`src/rtl/rsp_pkg.sv`:
```
package rsp_pkg;

    localparam int DATA_W    = 8;
    localparam int ADDR_W    = 5;
    localparam int ORDER_BIT = 6;
    localparam int SWRST_BIT = 5;

    typedef enum logic [1:0] {
        PH_CMD  = 2'd0,
        PH_DATA = 2'd1,
        PH_IDLE = 2'd2
    } phase_e;

    typedef struct packed {
        logic              rd;
        logic [1:0]        cnt;
        logic [ADDR_W-1:0] addr;
    } cmd_t;

    function automatic logic [DATA_W-1:0] reg_default(input int k);
        logic [DATA_W-1:0] v;
        v = (k == 0) ? '0 : (DATA_W'(8'hA0) | DATA_W'(k));
        return v;
    endfunction

endpackage

```
`src/rtl/rsp_regfile.sv`:
```
module rsp_regfile
    import rsp_pkg::*;
#(
    parameter int DW = DATA_W,
    parameter int AW = ADDR_W
) (
    input  logic                    clk,
    input  logic                    rst,
    input  logic                    we_i,
    input  logic [AW-1:0]           waddr_i,
    input  logic [DW-1:0]           wdata_i,
    output logic [(1<<AW)*DW-1:0]   regs_o
);
    localparam int NREG = 1 << AW;
    localparam logic [DW-1:0] SW_MASK = DW'(1) << SWRST_BIT;

    logic [NREG-1:0][DW-1:0] bank_q;
    logic                    swrst;

    assign swrst = we_i && (waddr_i == '0) && wdata_i[SWRST_BIT];

    always_ff @(posedge clk) begin
        if (rst) begin
            for (int k = 0; k < NREG; k++) bank_q[k] <= reg_default(k);
        end else begin
            if (swrst) begin
                for (int k = 1; k < NREG; k++) bank_q[k] <= reg_default(k);
            end
            if (we_i) begin
                bank_q[waddr_i] <= (waddr_i == '0) ? (wdata_i & ~SW_MASK) : wdata_i;
            end
        end
    end

    assign regs_o = bank_q;

    // software reset restores the bank and reads back as zero
    p_swrst_r8: assert property (@(posedge clk) disable iff (rst)
        (we_i && waddr_i == '0 && wdata_i[SWRST_BIT]) |=>
            (regs_o[DW +: DW] == reg_default(1)) && !regs_o[SWRST_BIT]);

endmodule

```
`src/rtl/rsp_shift.sv`:
```
module rsp_shift
    import rsp_pkg::*;
#(
    parameter int DW = DATA_W,
    parameter int CW = $clog2(DATA_W)
) (
    input  logic          clk,
    input  logic          rst,
    input  logic          rise_i,
    input  logic          fall_i,
    input  logic          sdi_i,
    input  logic          lsb_i,
    input  logic [CW-1:0] bit_cnt_i,
    input  logic          load_i,
    input  logic [DW-1:0] tx_data_i,
    output logic [DW-1:0] rx_next_o,
    output logic          sdo_o
);
    logic [DW-1:0] rx_q;
    logic [DW-1:0] tx_q;
    logic          sdo_q;
    logic [CW-1:0] idx;

    assign rx_next_o = lsb_i ? {sdi_i, rx_q[DW-1:1]} : {rx_q[DW-2:0], sdi_i};
    assign idx       = lsb_i ? bit_cnt_i : (CW'(DW-1) - bit_cnt_i);

    always_ff @(posedge clk) begin
        if (rst) begin
            rx_q  <= '0;
            tx_q  <= '0;
            sdo_q <= 1'b0;
        end else begin
            if (rise_i) rx_q  <= rx_next_o;
            if (load_i) tx_q  <= tx_data_i;
            if (fall_i) sdo_q <= tx_q[idx];
        end
    end

    assign sdo_o = sdo_q;

    // serial output only moves after a falling serial-clock edge
    p_sdo_fall_r2: assert property (@(posedge clk) disable iff (rst)
        (!$past(rst) && !$stable(sdo_q)) |-> $past(fall_i));

endmodule

```
`src/rtl/rsp_seq.sv`:
```
module rsp_seq
    import rsp_pkg::*;
#(
    parameter int DW = DATA_W,
    parameter int AW = ADDR_W,
    parameter int CW = $clog2(DATA_W)
) (
    input  logic          clk,
    input  logic          rst,
    input  logic          abort_i,
    input  logic          rise_i,
    input  logic [DW-1:0] rx_next_i,
    input  logic          lsb_i,
    output phase_e        phase_o,
    output logic [CW-1:0] bit_cnt_o,
    output logic          rd_o,
    output logic          load_o,
    output logic [AW-1:0] nxt_addr_o,
    output logic          we_o,
    output logic [AW-1:0] waddr_o,
    output logic [DW-1:0] wdata_o
);
    localparam logic [AW-1:0] ADDR_MAX = '1;

    phase_e        phase_q;
    logic [CW-1:0] bit_q;
    logic [AW-1:0] addr_q;
    logic [1:0]    left_q;
    logic          rd_q;
    logic          last;
    logic          step_up;
    logic [AW-1:0] stepped;
    cmd_t          cmd;

    assign cmd  = cmd_t'(rx_next_i);
    assign last = rise_i && (bit_q == CW'(DW-1));

    assign we_o    = last && (phase_q == PH_DATA) && !rd_q;
    assign waddr_o = addr_q;
    assign wdata_o = rx_next_i;

    // a register-0 write steers the step with its own new order bit
    assign step_up = (we_o && addr_q == '0) ? rx_next_i[ORDER_BIT] : lsb_i;

    always_comb begin
        if (step_up) stepped = (addr_q == ADDR_MAX) ? addr_q : addr_q + AW'(1);
        else         stepped = (addr_q == '0)       ? addr_q : addr_q - AW'(1);
    end

    assign nxt_addr_o = (phase_q == PH_CMD) ? cmd.addr : stepped;
    assign load_o     = last && (((phase_q == PH_CMD) && cmd.rd) ||
                                 ((phase_q == PH_DATA) && rd_q && left_q != 2'd0));

    always_ff @(posedge clk) begin
        if (rst || abort_i) begin
            phase_q <= PH_CMD;
            bit_q   <= '0;
            addr_q  <= '0;
            left_q  <= '0;
            rd_q    <= 1'b0;
        end else if (rise_i) begin
            bit_q <= bit_q + CW'(1);
            if (last) begin
                unique case (phase_q)
                    PH_CMD: begin
                        phase_q <= PH_DATA;
                        rd_q    <= cmd.rd;
                        left_q  <= cmd.cnt;
                        addr_q  <= cmd.addr;
                    end
                    PH_DATA: begin
                        addr_q <= stepped;
                        if (left_q == 2'd0) phase_q <= PH_IDLE;
                        else                left_q  <= left_q - 2'd1;
                    end
                    default: ;
                endcase
            end
        end
    end

    assign phase_o   = phase_q;
    assign bit_cnt_o = bit_q;
    assign rd_o      = rd_q;

    // count code of the command sets the remaining byte budget
    p_count_r1: assert property (@(posedge clk) disable iff (rst)
        (last && phase_q == PH_CMD && !abort_i) |=> (left_q == $past(cmd.cnt)));

    // an abort leaves the port at the first command bit
    p_abort_r9: assert property (@(posedge clk) disable iff (rst)
        abort_i |=> (phase_q == PH_CMD) && (bit_q == '0));

    // address holds at the upper boundary
    p_sat_hi_r11: assert property (@(posedge clk) disable iff (rst)
        (last && !abort_i && phase_q == PH_DATA && addr_q == ADDR_MAX && step_up)
            |=> (addr_q == ADDR_MAX));

    // address holds at the lower boundary
    p_sat_lo_r11: assert property (@(posedge clk) disable iff (rst)
        (last && !abort_i && phase_q == PH_DATA && addr_q == '0 && !step_up)
            |=> (addr_q == '0));

endmodule

```
`src/rtl/rsp_port.sv`:
```
module rsp_port
    import rsp_pkg::*;
#(
    parameter int DW = DATA_W,
    parameter int AW = ADDR_W
) (
    input  logic                  clk,
    input  logic                  rst,
    input  logic                  sclk_i,
    input  logic                  csn_i,
    input  logic                  prst_i,
    input  logic                  sdi_i,
    output logic                  sdo_o,
    output logic                  sdo_en_o,
    output logic [(1<<AW)*DW-1:0] regs_o
);
    localparam int CW = $clog2(DW);

    logic          sclk_q;
    logic          rise, fall, abort;
    logic          lsb;
    phase_e        phase;
    logic [CW-1:0] bit_cnt;
    logic          rd, load, we;
    logic [AW-1:0] nxt_addr, waddr;
    logic [DW-1:0] wdata, rx_next, tx_data;

    always_ff @(posedge clk) begin
        if (rst) sclk_q <= 1'b0;
        else     sclk_q <= sclk_i;
    end

    assign rise    = sclk_i && !sclk_q;
    assign fall    = !sclk_i && sclk_q;
    assign abort   = csn_i || prst_i;
    assign lsb     = regs_o[ORDER_BIT];
    assign tx_data = regs_o[nxt_addr*DW +: DW];

    rsp_seq #(.DW(DW), .AW(AW), .CW(CW)) u_seq (
        .clk(clk), .rst(rst), .abort_i(abort), .rise_i(rise),
        .rx_next_i(rx_next), .lsb_i(lsb), .phase_o(phase),
        .bit_cnt_o(bit_cnt), .rd_o(rd), .load_o(load),
        .nxt_addr_o(nxt_addr), .we_o(we), .waddr_o(waddr), .wdata_o(wdata)
    );

    rsp_shift #(.DW(DW), .CW(CW)) u_shift (
        .clk(clk), .rst(rst), .rise_i(rise), .fall_i(fall), .sdi_i(sdi_i),
        .lsb_i(lsb), .bit_cnt_i(bit_cnt), .load_i(load),
        .tx_data_i(tx_data), .rx_next_o(rx_next), .sdo_o(sdo_o)
    );

    rsp_regfile #(.DW(DW), .AW(AW)) u_bank (
        .clk(clk), .rst(rst), .we_i(we), .waddr_i(waddr),
        .wdata_i(wdata), .regs_o(regs_o)
    );

    assign sdo_en_o = !abort && (phase == PH_DATA) && rd;

    // the drive only switches on right after a captured command bit
    p_oe_rise_r3: assert property (@(posedge clk) disable iff (rst)
        (!csn_i && !$past(csn_i) && $rose(sdo_en_o)) |-> $past(rise));

endmodule

```
`config.mk`:
```
export PLATFORM = sky130hd
export DESIGN_NAME = rsp_port
export DESIGN_NICKNAME = d
export VERILOG_FILES = /design/src/rtl/rsp_pkg.sv /design/src/rtl/rsp_regfile.sv /design/src/rtl/rsp_shift.sv /design/src/rtl/rsp_seq.sv /design/src/rtl/rsp_port.sv
export SDC_FILE = /design/constraint.sdc
export NUM_CORES = 1
export LEC_CHECK = 0
export ABC_AREA = 1
export BUFFER_PORTS_ARGS = -buffer_cell sky130_fd_sc_hd__clkbuf_2
export CAP_MARGIN = 20
export CORE_UTILIZATION = 40
export DETAILED_ROUTE_END_ITERATION = 16
export GPL_TIMING_DRIVEN = 0
export PLACE_DENSITY = 0.68
export SYNTH_ARGS = -nofsm -noshare
export SYNTH_HDL_FRONTEND = slang
export SYNTH_SLANG_ARGS = --single-unit
```
`constraint.sdc`:
```
create_clock -name clk -period 2.8 [get_ports clk]
set_clock_uncertainty 0.2 [all_clocks]
set_input_delay 0.28 -clock clk [delete_from_list [all_inputs] [get_ports clk]]
set_output_delay 0.28 -clock clk [all_outputs]
set_load 0.005 [all_outputs]
```
==> impl_metrics.tcl <==
set metrics [dict create \
    post-route-drc-count 0 \
    cp.required_ns 3.01 \
    cpLargestDelayFamily "simple AND/OR/NAND/NOR gates" \
    avgSynthCellArea_um2 6.66 \
    cp_cell_sequence "ha_4 -> ha_4 -> nand3_4 -> nor2_4 -> nand2_4 -> nand2_4 -> nand2_8 -> o21ai_1 -> nand2_1 -> o21ai_4 -> inv_4 -> buf_4 -> nand3_2 -> nand2_1 -> nand2_1 -> nand3_2 -> nand2_1 -> inv_1" \
    die_y_um 190 \
    synth_top_area_share_pct 40.4 \
    peakVddDrop_mv 0.331 \
    cts-root-buf "clkbuf_16" \
    cp.arrival_ns 3.23 \
    clkTransAtPathRegs_ns 0.06 \
    synth_edf_count 0 \
    power.density_nw_per_um2 507 \
    dp.cells 2856 \
    utilization_pct 56.2 \
    clk_latency_ns 0.53 \
    reg2reg_depth 18 \
    fp.coreArea_um2 34700 \
    min_from "sdi_i" \
    clkSinkCount 287 \
    rsz0062_at_grt "true" \
    syn-cell-area_um2 14200 \
    vias 17200 \
    syn2layout_area_growth_pct 37.3 \
    cts_max_path_buffers 3 \
    grt_max_degree 13 \
    grt_pass1_wl_mm 101 \
    grt_use_total_pct 37.9 \
    ctsHtreeMaxLevel 2 \
    r2r_setup_slack_ns -0.22 \
    whs_endpoint "u_shift.rx_q[7]" \
    mostFrequentLayoutCells "nand2_1 (439), inv_1 (392), dfxtp_1 (283)" \
    fin_cells 2971 \
    nFillCells 3402 \
    antenna_cells 0 \
    yosys.cell_types.count 36 \
    drtIter0Drc 2111 \
    drv_slew 0 \
    drive_gt1_share_pct 26.0 \
    final_common_cell "nand2_1" \
    synth.yosys.warnings 0 \
    cts_buffers 35 \
    cts_tree "yes" \
    layout_min_cycle_time_ns 3.02 \
    r2r_start "u_seq.bit_cnt_o[1]" \
    crit_type "flop to flop" \
    power_mw 9.88 \
    hold_path_class "input pin to flop" \
    finalSetupViolCount 18 \
    cap_violations 0 \
    place_hpwl_mm 50.0 \
    rows 68 \
    fp.dieW_um 190 \
    syn_inst 2133 \
    nets 2506 \
    crit_slowest_cell "dfxtp_2" \
    dr.pass1.iters 6 \
    synth-seq-cells 287 \
    leakage_nw 9.64 \
    synth_area_leaders "dfxtp_1 (40%), nand2_1 (13%), nand3_1 (10%)" \
    synthFlopType "dfxtp_1" \
    drt_wl_total_mm 71.0 \
    portBuffers 263 \
    dp_slack_ns -0.829 \
    grt_remaining_overflow 0 \
    worst-path-buf-inv 3 \
    start_util_pct 40.9 \
    r2r-end "u_shift.tx_q[6]" \
    cp_max_fo 10 \
    fmax_mhz 331 \
    worstMarginPinSlew_ns 1.22 \
    worst_setup_path_end_kind "flop" \
    antenna_found_initial 0 \
    die-area_um2 36300 \
    cpPeakStageDelay_ns 0.35 \
    grt_pass1_vias 15500 \
    wl_per_cell_um 23.9 \
    hold_viol 0 \
    async_reset_ff_share_pct 0 \
    outcome "complete, but fails checks" \
    startpoint_type "flop" \
    syn-num-nets 2147 \
    viasPerCell 5.77 \
    path_common_cell "nand2_1" \
    synth-seq-area-share_pct 40.4 \
    yosys.area.top_type "dfxtp_1" \
    whs_path_depth 4 \
    finalCritPeriodShare_pct 108 \
    gp_congestion 0.985 \
    worstSetupStartpoint "u_seq.bit_cnt_o[1]" \
    pin_count 264 \
    ant_nets 0 \
    setup_ws_ns -0.219 \
    slew_headroom_pct 17.9 \
    failed_checks "negative setup slack" \
]
[sequential cells by signal (all words and copies together), names as in the netlist, named ones only]
name / flops
sclk_q: 1
u_bank.regs_o: 248
u_seq.bit_cnt_o: 3
u_seq.left_q: 2
u_seq.phase_o: 2
u_seq.rd_o: 1
u_seq.waddr_o: 5
u_shift.rx_q: 8
u_shift.sdo_o: 1
u_shift.tx_q: 8
[synth_stat cells (4+ instances only)]
| library cell | number |
|---|---|
| clkbuf_1 | 59 |
| nor3_1 | 9 |
| buf_4 | 11 |
| nand2_4 | 4 |
| buf_2 | 42 |
| nand2_2 | 6 |
| o22ai_1 | 231 |
| o21ai_0 | 50 |
| a21oi_1 | 56 |
| xor2_1 | 7 |
| dfxtp_1 | 287 |
| o21ai_2 | 6 |
| nand2_1 | 505 |
| ha_1 | 8 |
| buf_6 | 5 |
| inv_2 | 8 |
| nand3_1 | 298 |
| nor2_1 | 115 |
| inv_1 | 397 |
| or2_2 | 4 |
[routing by layer]
layer / GRT usage (%) / vias to the layer above / part of all wire [%]
met3: 7.91 / 222 / 12
met2: 56.7 / 1252 / 42
li1: - / 7618 / -
met5: 0 / - / 0
met1: 50.7 / 8065 / 39
met4: 20.8 / 0 / 5.9
[area by class of cell]
class	instances	area, um^2	share of cell area, %
Buffer	120	955	4.90
Tap cell	455	569	2.92
Sequential cell	287	5760	29.5
Clock buffer	54	1050	5.38
Clock inverter	7	88.8	0.456
Timing Repair Buffer	320	2000	10.3
Inverter	406	1550	7.96
Multi-Input combinational cell	1322	7530	38.6
[per-stage QoR]
step	TNS, ns	hold slack, ns	area (um^2)
after CTS	-0.349	0.137	18700
final	-1.85	0.156	19500
after global routing	-4.19	0.220	19500
after detailed placement	-88.48	0.255	16200
after global placement	-228.02	0.254	16100
after floorplan	0	0.205	14200
[repair_timing]
item,CTS,global route
gates cloned,6,2
gates resized for setup,248,162
hold buffers,5,0
setup buffers,23,18
hold endpoints to repair,8,0
pin swaps,23,29
setup endpoints to repair,258,198
[how the worst max path moves through the flow]
stage | endpoint | depth (start not counted)
after floorplan | u_shift.tx_q[4] | 19
after global placement | u_bank.regs_o[144] | 11
after detailed placement | u_shift.tx_q[1] | 20
after CTS | u_shift.tx_q[6] | 21
after global routing | u_shift.tx_q[6] | 19
final | u_shift.tx_q[6] | 18
[report_power, final]
part           internal (mW)  switching [mW]  total, mW
Combinational          0.342           0.823       1.16
Clock                   2.76            1.86       4.62
Sequential              4.09         0.00794       4.10
Total                   7.20            2.69       9.88
[worst reg2reg max path: stages, from the launching register on]
cell and delay, ns:
dfxtp_2 0.35, ha_4 0.15, ha_4 0.13, nand3_4 0.10
nor2_4 0.25, nand2_4 0.11, nand2_4 0.13, nand2_8 0.09
o21ai_1 0.11, nand2_1 0.18, o21ai_4 0.30, inv_4 0.12
buf_4 0.22, nand3_2 0.10, nand2_1 0.07, nand2_1 0.10
nand3_2 0.11, nand2_1 0.08, inv_1 0.04
[cell families (layout without fill, tap and decap cells)]
group / after synthesis / count (layout) / share of synthesized area, %
buf+inv: 526 / 907 / 14.8
flops: 287 / 287 / 40.4
fa+ha+maj: 8 / 8 / 0.705
simple gates: 951 / 953 / 28.7
xor+xnor: 7 / 7 / 0.431
compound gates: 354 / 354 / 14.9
(Power assumes the default switching activity.)
